[config.mk]
export PLATFORM = sky130hd
export DESIGN_NAME = fseq_ctrl
export DESIGN_NICKNAME = d
export VERILOG_FILES = /design/src/rtl/fseq_pkg.sv /design/src/rtl/fseq_timer.sv /design/src/rtl/fseq_bus.sv /design/src/rtl/fseq_ctrl.sv
export SDC_FILE = /design/constraint.sdc
export NUM_CORES = 1
export LEC_CHECK = 0
export ABC_CLOCK_PERIOD_IN_PS = 3600
export BUFFER_PORTS_ARGS = -buffer_cell sky130_fd_sc_hd__buf_2
export CAP_MARGIN = 15
export CORE_MARGIN = 2
export CORE_UTILIZATION = 35
export CTS_CLUSTER_DIAMETER = 200
export CTS_CLUSTER_SIZE = 40
export DETAILED_ROUTE_END_ITERATION = 12
export PLACE_DENSITY_LB_ADDON = 0.25
export SYNTH_ARGS = -nofsm -noshare
export SYNTH_HDL_FRONTEND = slang
export SYNTH_SLANG_ARGS = --single-unit
[constraint.sdc]
create_clock -name clk -period 3.6 [get_ports clk]
set_input_delay 0.36 -clock clk [delete_from_list [all_inputs] [get_ports clk]]
set_output_delay 0.36 -clock clk [all_outputs]
set_load 0.02 [all_outputs]
[src/rtl/fseq_pkg.sv]
package fseq_pkg;

    localparam int BYTE_W = 8;

    localparam logic [BYTE_W-1:0] CMD_PGM_SETUP = 8'h40;
    localparam logic [BYTE_W-1:0] CMD_PGM_VFY   = 8'hC0;
    localparam logic [BYTE_W-1:0] CMD_ERS       = 8'h20;
    localparam logic [BYTE_W-1:0] CMD_ERS_VFY   = 8'hA0;
    localparam logic [BYTE_W-1:0] CMD_READ      = 8'hFF;
    localparam logic [BYTE_W-1:0] BYTE_ERASED   = 8'hFF;
    localparam logic [BYTE_W-1:0] BYTE_ZERO     = 8'h00;

    typedef enum logic [4:0] {
        S_IDLE, S_PREP,
        S_P_SETUP, S_P_DATA, S_P_WAIT, S_P_VCMD, S_P_VWAIT, S_P_READ, S_P_CHECK,
        S_E_SETUP, S_E_CMD, S_E_WAIT, S_E_VCMD, S_E_VWAIT, S_E_READ, S_E_CHECK,
        S_R_ONE, S_R_TWO, S_FINISH
    } seq_state_e;

    typedef enum logic [1:0] {B_IDLE, B_ACT, B_REC} bus_state_e;

endpackage

[src/rtl/fseq_timer.sv]
module fseq_timer #(
    parameter int TW = 8
) (
    input  logic          clk,
    input  logic          rst_n,
    input  logic          load,
    input  logic [TW-1:0] val,
    output logic          expired
);
    logic [TW-1:0] cnt;

    always_ff @(posedge clk or negedge rst_n) begin
        if (!rst_n)          cnt <= '0;
        else if (load)       cnt <= val;
        else if (cnt != '0)  cnt <= cnt - 1'b1;
    end

    assign expired = (cnt == '0);
endmodule

[src/rtl/fseq_bus.sv]
module fseq_bus
    import fseq_pkg::*;
#(
    parameter int STB = 2
) (
    input  logic              clk,
    input  logic              rst_n,
    input  logic              go,
    input  logic              rd,
    input  logic [BYTE_W-1:0] din,
    output logic              ce_n,
    output logic              we_n,
    output logic              oe_n,
    output logic              ack,
    output logic [BYTE_W-1:0] rdata
);
    localparam int CW = $clog2(STB) + 1;

    bus_state_e    st;
    logic [CW-1:0] cnt;
    logic          rd_q;

    always_ff @(posedge clk or negedge rst_n) begin
        if (!rst_n) begin
            st    <= B_IDLE;
            cnt   <= '0;
            rd_q  <= 1'b0;
            rdata <= '0;
        end else begin
            unique case (st)
                B_IDLE: if (go) begin
                    st   <= B_ACT;
                    cnt  <= '0;
                    rd_q <= rd;
                end
                B_ACT: if (cnt == CW'(STB - 1)) begin
                    st <= B_REC;
                    if (rd_q) rdata <= din;
                end else begin
                    cnt <= cnt + 1'b1;
                end
                B_REC:  st <= B_IDLE;
                default: st <= B_IDLE;
            endcase
        end
    end

    assign ce_n = (st != B_ACT);
    assign we_n = !((st == B_ACT) && !rd_q);
    assign oe_n = !((st == B_ACT) && rd_q);
    assign ack  = (st == B_REC);
endmodule

[src/rtl/fseq_ctrl.sv]
module fseq_ctrl
    import fseq_pkg::*;
#(
    parameter int AW         = 18,
    parameter int T_PGM      = 500,
    parameter int T_VFY      = 300,
    parameter int T_ERS      = 500000,
    parameter int STB        = 3,
    parameter int MAX_PPULSE = 25,
    parameter int MAX_EPULSE = 1000
) (
    input  logic              clk,
    input  logic              rst_n,
    input  logic              start_pgm,
    input  logic              start_ers,
    input  logic [AW-1:0]     host_addr,
    input  logic [BYTE_W-1:0] host_data,
    output logic              busy,
    output logic              done,
    output logic              fail,
    output logic              vpp_en,
    output logic [AW-1:0]     fl_addr,
    output logic [BYTE_W-1:0] fl_dout,
    input  logic [BYTE_W-1:0] fl_din,
    output logic              fl_drive,
    output logic              fl_ce_n,
    output logic              fl_we_n,
    output logic              fl_oe_n
);
    localparam int TMAX1 = (T_PGM > T_VFY) ? T_PGM : T_VFY;
    localparam int TMAX  = (TMAX1 > T_ERS) ? TMAX1 : T_ERS;
    localparam int TW    = $clog2(TMAX + 1);
    localparam int PMAX  = (MAX_EPULSE > MAX_PPULSE) ? MAX_EPULSE : MAX_PPULSE;
    localparam int PW    = $clog2(PMAX) + 1;
    localparam logic [AW-1:0] LAST_ADDR = {AW{1'b1}};

    seq_state_e        state;
    logic [AW-1:0]     addr_q;
    logic [BYTE_W-1:0] data_q;
    logic [PW-1:0]     pcnt;
    logic              ers_q, pass_q, armed, vpp_q, done_q, fail_q;

    logic              wr_st, rd_st, wt_st;
    logic [TW-1:0]     wt_val;
    logic [BYTE_W-1:0] cmd;
    logic              bus_go, bus_ack, tmr_load, tmr_exp, step_done;
    logic [BYTE_W-1:0] rdata;

    // Output decode: what each state drives on the bus or the timer
    always_comb begin
        wr_st  = 1'b0;
        rd_st  = 1'b0;
        wt_st  = 1'b0;
        wt_val = '0;
        cmd    = CMD_READ;
        unique case (state)
            S_P_SETUP:            begin wr_st = 1'b1; cmd = CMD_PGM_SETUP; end
            S_P_DATA:             begin wr_st = 1'b1; cmd = data_q;        end
            S_P_WAIT:             begin wt_st = 1'b1; wt_val = TW'(T_PGM); end
            S_P_VCMD:             begin wr_st = 1'b1; cmd = CMD_PGM_VFY;   end
            S_P_VWAIT, S_E_VWAIT: begin wt_st = 1'b1; wt_val = TW'(T_VFY); end
            S_P_READ, S_E_READ:   rd_st = 1'b1;
            S_E_SETUP, S_E_CMD:   begin wr_st = 1'b1; cmd = CMD_ERS;       end
            S_E_WAIT:             begin wt_st = 1'b1; wt_val = TW'(T_ERS); end
            S_E_VCMD:             begin wr_st = 1'b1; cmd = CMD_ERS_VFY;   end
            S_R_ONE, S_R_TWO:     begin wr_st = 1'b1; cmd = CMD_READ;      end
            default: ;
        endcase
    end

    assign bus_go    = (wr_st | rd_st) & !armed;
    assign tmr_load  = wt_st & !armed;
    assign step_done = armed & (((wr_st | rd_st) & bus_ack) | (wt_st & tmr_exp));

    // State register and sequencing datapath
    always_ff @(posedge clk or negedge rst_n) begin
        if (!rst_n) begin
            state  <= S_IDLE;
            addr_q <= '0;
            data_q <= '0;
            pcnt   <= '0;
            ers_q  <= 1'b0;
            pass_q <= 1'b0;
            armed  <= 1'b0;
            vpp_q  <= 1'b0;
            done_q <= 1'b0;
            fail_q <= 1'b0;
        end else begin
            if (bus_go | tmr_load) armed <= 1'b1;
            if (step_done)         armed <= 1'b0;
            unique case (state)
                S_IDLE: if (start_pgm | start_ers) begin
                    state  <= S_PREP;
                    vpp_q  <= 1'b1;
                    done_q <= 1'b0;
                    fail_q <= 1'b0;
                    pcnt   <= '0;
                    ers_q  <= !start_pgm;
                    addr_q <= start_pgm ? host_addr : '0;
                    data_q <= start_pgm ? host_data : BYTE_ZERO;
                end
                S_PREP:    state <= S_P_SETUP;
                S_P_SETUP: if (step_done) state <= S_P_DATA;
                S_P_DATA:  if (step_done) state <= S_P_WAIT;
                S_P_WAIT:  if (step_done) state <= S_P_VCMD;
                S_P_VCMD:  if (step_done) state <= S_P_VWAIT;
                S_P_VWAIT: if (step_done) state <= S_P_READ;
                S_P_READ:  if (step_done) state <= S_P_CHECK;
                S_P_CHECK: begin
                    if (rdata == data_q) begin
                        pcnt <= '0;
                        if (!ers_q) begin
                            pass_q <= 1'b1;
                            state  <= S_R_ONE;
                        end else if (addr_q == LAST_ADDR) begin
                            addr_q <= '0;
                            state  <= S_E_SETUP;
                        end else begin
                            addr_q <= addr_q + 1'b1;
                            state  <= S_P_SETUP;
                        end
                    end else if (pcnt == PW'(MAX_PPULSE - 1)) begin
                        pass_q <= 1'b0;
                        state  <= S_R_ONE;
                    end else begin
                        pcnt  <= pcnt + 1'b1;
                        state <= S_P_SETUP;
                    end
                end
                S_E_SETUP: if (step_done) state <= S_E_CMD;
                S_E_CMD:   if (step_done) state <= S_E_WAIT;
                S_E_WAIT:  if (step_done) state <= S_E_VCMD;
                S_E_VCMD:  if (step_done) state <= S_E_VWAIT;
                S_E_VWAIT: if (step_done) state <= S_E_READ;
                S_E_READ:  if (step_done) state <= S_E_CHECK;
                S_E_CHECK: begin
                    if (rdata == BYTE_ERASED) begin
                        if (addr_q == LAST_ADDR) begin
                            pass_q <= 1'b1;
                            state  <= S_R_ONE;
                        end else begin
                            addr_q <= addr_q + 1'b1;
                            state  <= S_E_VCMD;
                        end
                    end else if (pcnt == PW'(MAX_EPULSE - 1)) begin
                        pass_q <= 1'b0;
                        state  <= S_R_ONE;
                    end else begin
                        pcnt  <= pcnt + 1'b1;
                        state <= S_E_SETUP;
                    end
                end
                S_R_ONE: if (step_done) state <= S_R_TWO;
                S_R_TWO: if (step_done) state <= S_FINISH;
                S_FINISH: begin
                    vpp_q  <= 1'b0;
                    done_q <= pass_q;
                    fail_q <= !pass_q;
                    state  <= S_IDLE;
                end
                default: state <= S_IDLE;
            endcase
        end
    end

    fseq_timer #(.TW(TW)) u_timer (
        .clk     (clk),
        .rst_n   (rst_n),
        .load    (tmr_load),
        .val     (wt_val),
        .expired (tmr_exp)
    );

    fseq_bus #(.STB(STB)) u_bus (
        .clk   (clk),
        .rst_n (rst_n),
        .go    (bus_go),
        .rd    (rd_st),
        .din   (fl_din),
        .ce_n  (fl_ce_n),
        .we_n  (fl_we_n),
        .oe_n  (fl_oe_n),
        .ack   (bus_ack),
        .rdata (rdata)
    );

    assign busy     = (state != S_IDLE);
    assign done     = done_q;
    assign fail     = fail_q;
    assign vpp_en   = vpp_q;
    assign fl_addr  = addr_q;
    assign fl_dout  = cmd;
    assign fl_drive = wr_st;
endmodule

======== Yosys cells after proc, flatten, opt, wreduce, memory -nomap -nowiden ========
Cells that the tools add are included.
storage, ports and cells
  register bits ........................... 81
  input port bits ......................... 38
  latch bits .............................. 0
  memory bits (writable) .................. 0
  memory bits (read-only) ................. 0
  memories kept ........................... 0
  word-level logic and storage cells ...... 183
operators by class
  bitwise logic cells ..................... 9
  multiply operators ...................... 0
  shifts and indexed selects .............. 0
  order comparisons ....................... 0
  equality and inequality tests ........... 56
  add/sub/neg operators ................... 4
  mux-type cells .......................... 65
  reduce and logical (&&, ||, !) cells .... 34
  div/mod/pow operators ................... 0
operators by type and width
  operator                                                               number
  18-bit two-way mux                                                     7
  5-bit two-way mux                                                      21
  5-bit case mux with 18 select lines                                    1
  19-bit case mux with 3 select lines                                    1
  11-bit two-way mux                                                     5
  18-bit case mux with 3 select lines                                    1
  2-bit != test (second input constant)                                  23
  5-bit by 4-bit == test with 1-bit output (second input constant)       8
  8-bit case mux with 5 select lines                                     1
  19-bit two-way mux                                                     2
  11-bit case mux with 3 select lines                                    1
  5-bit by 3-bit == test with 1-bit output (second input constant)       4
  19-bit logical NOT                                                     1
  19-bit nonzero test                                                    1
  19-bit by 1-bit subtractor with 19-bit output (second input constant)  1
  18-bit by 1-bit adder with 18-bit output (second input constant)       1
  18-bit == test (second input constant)                                 1
  5-bit == test (second input constant)                                  3
  3-bit != test (second input constant)                                  5
  15-bit AND reduction                                                   1
  1-bit two-way mux                                                      13
  11-bit by 1-bit adder with 11-bit output (second input constant)       1
  11-bit by 10-bit == test with 1-bit output (second input constant)     1
  11-bit by 5-bit == test with 1-bit output (second input constant)      1
  other kinds (32)                                                       63

======== Longest topological paths before layout ========
  depth after elaboration ................. 9
  depth in mapped cells ................... 9
  depth with buffers taken out ............ 7

======== Cells and area by module ========
Synthesis repeated with hierarchy kept, for this count alone.
unflattened totals
  cells, all modules ...................... 568
  area, all modules ....................... 5129.9 um2
modules (own cells, without submodules)
  module      area each (um2)  instances  cells an instance
  fseq_ctrl   3389.5           1          411
  fseq_timer  1059.8           1          110
  fseq_bus    680.7            1          47

======== Least setup slack after synthesis ========
No wires, ideal clock.
  path kind ............................... reg2reg
  from .................................... reg addr_q[0], in the netlist fl_addr[0]
  to ...................................... reg addr_q[4], in the netlist fl_addr[4]
  slack ................................... 1.228 ns
  buffers on the path ..................... 1
  data arrival time ....................... 2.251 ns
  period minus slack after synthesis ...... 2.372 ns
  library setup time ...................... 0.121 ns
  stages on the path, launching flop included .. 9
  path through ............................ dfrtp_1 > ha_1 > and3_1 > nand4_1 > o31a_1 > or2_1 > buf_2 > a32o_1 > a22o_1
on the way
  word-level cells in the longest chain between the ends .. 5
  elaborated cells between the ends (all ways) .. 10
  those cells by class .................... add/sub (1); eq/ne (2); mux (6); reduce/logical (1)
ends and longest elaborated chain
  item                                                                        RTL line          text
  start, declared                                                             fseq_ctrl.sv:38   logic [AW-1:0] addr_q;
  start signal, assigned                                                      fseq_ctrl.sv:99   addr_q <= start_pgm ? host_addr : '0;
  start signal, assigned                                                      fseq_ctrl.sv:119  addr_q <= addr_q + 1'b1;
  start signal, assigned                                                      fseq_ctrl.sv:142  addr_q <= addr_q + 1'b1;
  18-bit by 1-bit adder with 18-bit output or 18-bit == test (tied branches)  n/a
  18-bit two-way mux                                                          fseq_ctrl.sv:115  end else if (addr_q == LAST_ADDR) begin
  18-bit two-way mux                                                          fseq_ctrl.sv:112  if (!ers_q) begin
  18-bit two-way mux                                                          fseq_ctrl.sv:110  if (rdata == data_q) begin
  18-bit case mux with 3 select lines                                         fseq_ctrl.sv:91   unique case (state)
Parallel ways exist; a longest one is shown, timed or not. The select of a mux whose other input is x is not followed.
A chain may end at the register's enable or synchronous reset.

======== Final worst setup path ========
  from .................................... reg state[2]
  to ...................................... reg addr_q[12], in the netlist fl_addr[12]
on the way
  word-level cells in the longest chain between the ends .. 3
  elaborated cells between the ends (all ways) .. 11
  those cells by class .................... eq/ne (7); mux (1); reduce/logical (3)
ends and longest elaborated chain
  item                                                                           RTL line          text
  start, declared                                                                fseq_ctrl.sv:37   seq_state_e state;
  start signal, assigned                                                         fseq_ctrl.sv:78   state <= S_IDLE;
  start signal, assigned                                                         fseq_ctrl.sv:93   state <= S_PREP;
  start signal, assigned                                                         fseq_ctrl.sv:102  S_PREP: state <= S_P_SETUP;
  5-bit by 4-bit == test with 1-bit output or 5-bit logical NOT (tied branches)  fseq_ctrl.sv:91
  2-bit != test (no source line) or 3-bit nonzero test (tied branches)           n/a
  6-bit AND reduction (no source line)                                           n/a
Parallel ways exist; a longest one is shown, timed or not.

==> summary.md <==
| Metric | Value |
|---|---|
| Layout area overhead | `16.3%` |
| PortBufs | `71` |
| Setup TNS | `0 ps` |
| Design area | `5880 µm²` |
| Worst-Margin Slew | `976 ps` |
| Remaining Overflow, GRT | `0` |
| Nets | `672` |
| Clock tree buffer depth | `2` |
| Syn nets | `around 620` |
| Global-route track usage on met1 | `a little under a quarter` |
| Post-CTS Setup Bufs | `0` |
| Status | `finished, final reports clean` |
| Global-route wire length before repair | `approximately 21 mm` |
| I/O pin count | `72` |
| Standard-cell rows | `43` |
| Total CTS buffers | `9` |
| Vias in the first global route | `4256` |
| Root buf cell | `clkbuf_16` |
| Routing usage on met3 | `between 3 and 4%` |
| Largest net degree at the start of global routing | `82` |
| XOR/XNOR Fraction of Synth Area | `4.85%` |
| Beginning of the critical path | `state[2]` |
| CTS resizes | `0` |
| YS warnings | `0` |
| Met2 usage | `25.5%` |
| Total Wirelength | `approximately 13 mm` |
| Largest family of logic cells by synthesized area | `simple AND/OR/NAND/NOR gates` |
| ANT cells | `0` |
| Layout filler cell count | `1420` |
| Slew Viols, Final | `0` |
| Storage cell area | `roughly 2000 µm²` |
| Initial antenna violation count | `0` |
| Hold Crit Class | `in -> reg` |
| Core Region | `14000 µm²` |
| FF-to-FF path depth | `7` |
| Final setup vio count | `0` |
| Startpoint type of the worst setup path | `register` |
| DR vias | `between 4000 and 5000` |
| Footprint of the multi-input gates | `2800 µm²` |
| Number of remaining DRC errors | `0` |
| Synth Flop Type | `dfrtp_1` |
| R2R Setup Slk | `840 ps` |
| Slew headroom | `34.3%` |
| Post-synthesis sequential area ratio | `40.0%` |
| Clock Sinks | `81` |
| Gr busiest metal | `met2` |
| Largest area contributor in the netlist | `dfrtp_1` |
| RR Endpoint | `fl_addr[12]` |
| Worst vdd rail ir drop | `0.287 mV` |
| Die Height | `124 µm` |
| Fin crit share | `76.6%` |
| Worst R2R Start | `state[2]` |
| Gate Count Post-Synth | `570` |
| CTS tree | `done` |
| Tot GR Track Use | `16.8%` |
| Cell Area, Placed | `5530 µm²` |
| Maximum Capacitance Violations | `0` |
| Die W | `124 µm` |
| Lkg Pwr | `2.62 nW` |
| Hpwl dp | `8.97 mm` |
| Pwr/cell area | `333 nW/µm²` |
| Maximum operating frequency | `0.363 GHz` |
| Die Area | `15400 µm²` |
| Critical path class | `reg -> reg` |
| Simple-Gate Fraction of Synth Area | `between 20% and 30%` |
| Crit Path Max Fanout | `36` |
| #FFs+latches synth | `81` |
| Mapped Area | `5060 µm²` |
| Wire per inst | `between 15 and 20 µm` |
| Post-synth EDFFs | `0` |
| Final hold vios | `0` |
| Share of post-route cells with drive strength above 1 | `between 10% and 20%` |
| Syn_area_per_cell | `8.88 µm²` |
| Final min period | `2760 ps` |
| DRT antenna net count | `0` |
| Initial core utilization | `around 36%` |
| Drt pass-1 iters | `4` |
| CP endpoint | `fl_addr[12]` |
| 1st-iter DRT viols | `245` |
| Clk_lat worst skew | `350 ps` |
| Post-synthesis cell type count | `70` |
| Multiplexer share of the synthesized area | `3.44%` |
| Synth top area cells | `dfrtp_1 (40%), a22o_1 (4.0%), nand2_1 (3.8%)` |
| GPL Wtd Cong | `0.813` |
| Synth Area in Compound Gates | `22.1%` |
| CP arrival | `~3000 ps` |
| CP Capture Type | `register` |
| Worst-path clk slew | `60 ps` |
| RSZ-0062 raised after global routing | `false` |
| Async set-reset flop share out of synthesis | `100%` |
| Worst endpoint required time | `3830 ps` |
| Yosys top cell area share | `40.0%` |
| Layout Skew | `8.69 ps` |
| Vias per cell | `roughly 5.5` |
| Adder-cell share of the synthesized area | `1.73%` |
| H-tree Lvls | `3` |
-- layer usage --
| layer | vias to the layer above | wire length (µm) |
|---|---|---|
| li1 | 2187 | - |
| met1 | 2145 | 6250 |
| met2 | 84 | 5680 |
| met3 | 15 | 439 |
| met4 | 0 | 238 |
| met5 | - | 0 |
-- where the power goes --
group          internal (mW)  total (mW)  leakage [nW]  switching, mW
clock                  0.611       0.992         0.147          0.381
sequential             0.910       0.910          1.01              0
combinational         0.0242      0.0571          1.47         0.0329
total                   1.55        1.96          2.62          0.414
-- worst max-delay path, cell delays in order, from the launching register on --
cell,delay (ps)
dfrtp_1,650
or3_1,430
a211o_1,390
and2_4,210
a211oi_4,190
buf_4,350
a21bo_1,250
a22o_1,170
-- Yosys cell counts (all sizes together), types with 2 or more instances --
cell and n:
o22ai 3, and2 7, a32o 6, mux2 11
nand2 53, and3 8, xor2 21, ha 7
inv 22, clkbuf 16, dfrtp 81, nor3 7
nand4 12, mux2i 5, o21a 4, xnor2 7
buf 16, or2 5, o32ai 2, o22a 2
o31ai 11, nand2b 15, o311a 2, nand3 28
a22o 23, a22oi 3, nor2b 4, a31oi 5
nor2 49, nor4 8, nand3b 5, or4 3
a21oi 32, or3 11, a21bo 4, o41ai 3
a211oi 3, o211ai 6, nand4b 2, o21ai 44
-- worst min path at each step --
stage | startpoint | end | slack, ps | cells after the start
after floorplan | rst_n | armed | 60 | 0
after detailed placement | fail | fail | 510 | 2
final | host_data[3] | data_q[3] | 220 | 2
after global placement | done | done | 490 | 2
after CTS | host_data[0] | data_q[0] | 220 | 2
after global routing | host_data[3] | data_q[3] | 220 | 2
-- state kept, by name, indices dropped and copies added, names as in the netlist, 2 cells and up --
name         cells
data_q           8
fl_addr         18
pcnt            11
state            5
u_bus.cnt        3
u_bus.rdata      8
u_bus.st         2
u_timer.cnt     19
-- stage by stage --
stage / cells / setup WS (ps) / utilization (%) / hold slack (ps) / power, mW
final: 812 / 843 / 42.1 / 225 / 1.96
after global routing: 812 / 636 / 42.1 / 219 / 2.04
after CTS: 810 / 858 / 41.8 / 215 / 1.98
after detailed placement: 794 / 879 / 39.6 / 506 / 0.981
after global placement: 794 / 930 / 39.6 / 488 / 0.980
after floorplan: 570 / 1230 / - / 64.4 / 0.939
-- layout make-up --
type / instances / area share (%)
inverter: 22 / 1.40
timing repair buffer: 78 / 7.36
sequential: 81 / 34.4
multi-input combinational: 435 / 47.7
tap: 180 / 3.83
clock buffer: 12 / 4.02
clock inverter: 4 / 1.30
-- cell usage in the layout, fill, tap and decap left out, types with 7 or more instances in the layout --
master	instances
a21oi_1	32
xnor2_1	7
buf_2	70
inv_1	22
or3_1	11
and3_1	8
nand4_1	12
nand2_1	51
o21ai_0	34
nor2_1	46
nand2b_1	15
o31ai_1	11
a22o_1	23
o21ai_1	10
xor2_1	21
clkbuf_16	9
mux2_2	9
dfrtp_1	81
ha_1	7
nand3_1	28
-- logic make-up (layout without fill, tap and decap cells) --
family,after synthesis,count (layout)
simple gates,223,223
fa+ha+maj,7,7
flops,81,81
compound gates,161,161
xor+xnor,28,28
buf+inv,54,116
mux,16,16
-- repair_timing --
item / CTS / global route
setup endpoints to repair: 0 / 0
hold buffers: 0 / 1
hold endpoints to repair: 0 / 3
(Power assumes the default switching activity.)
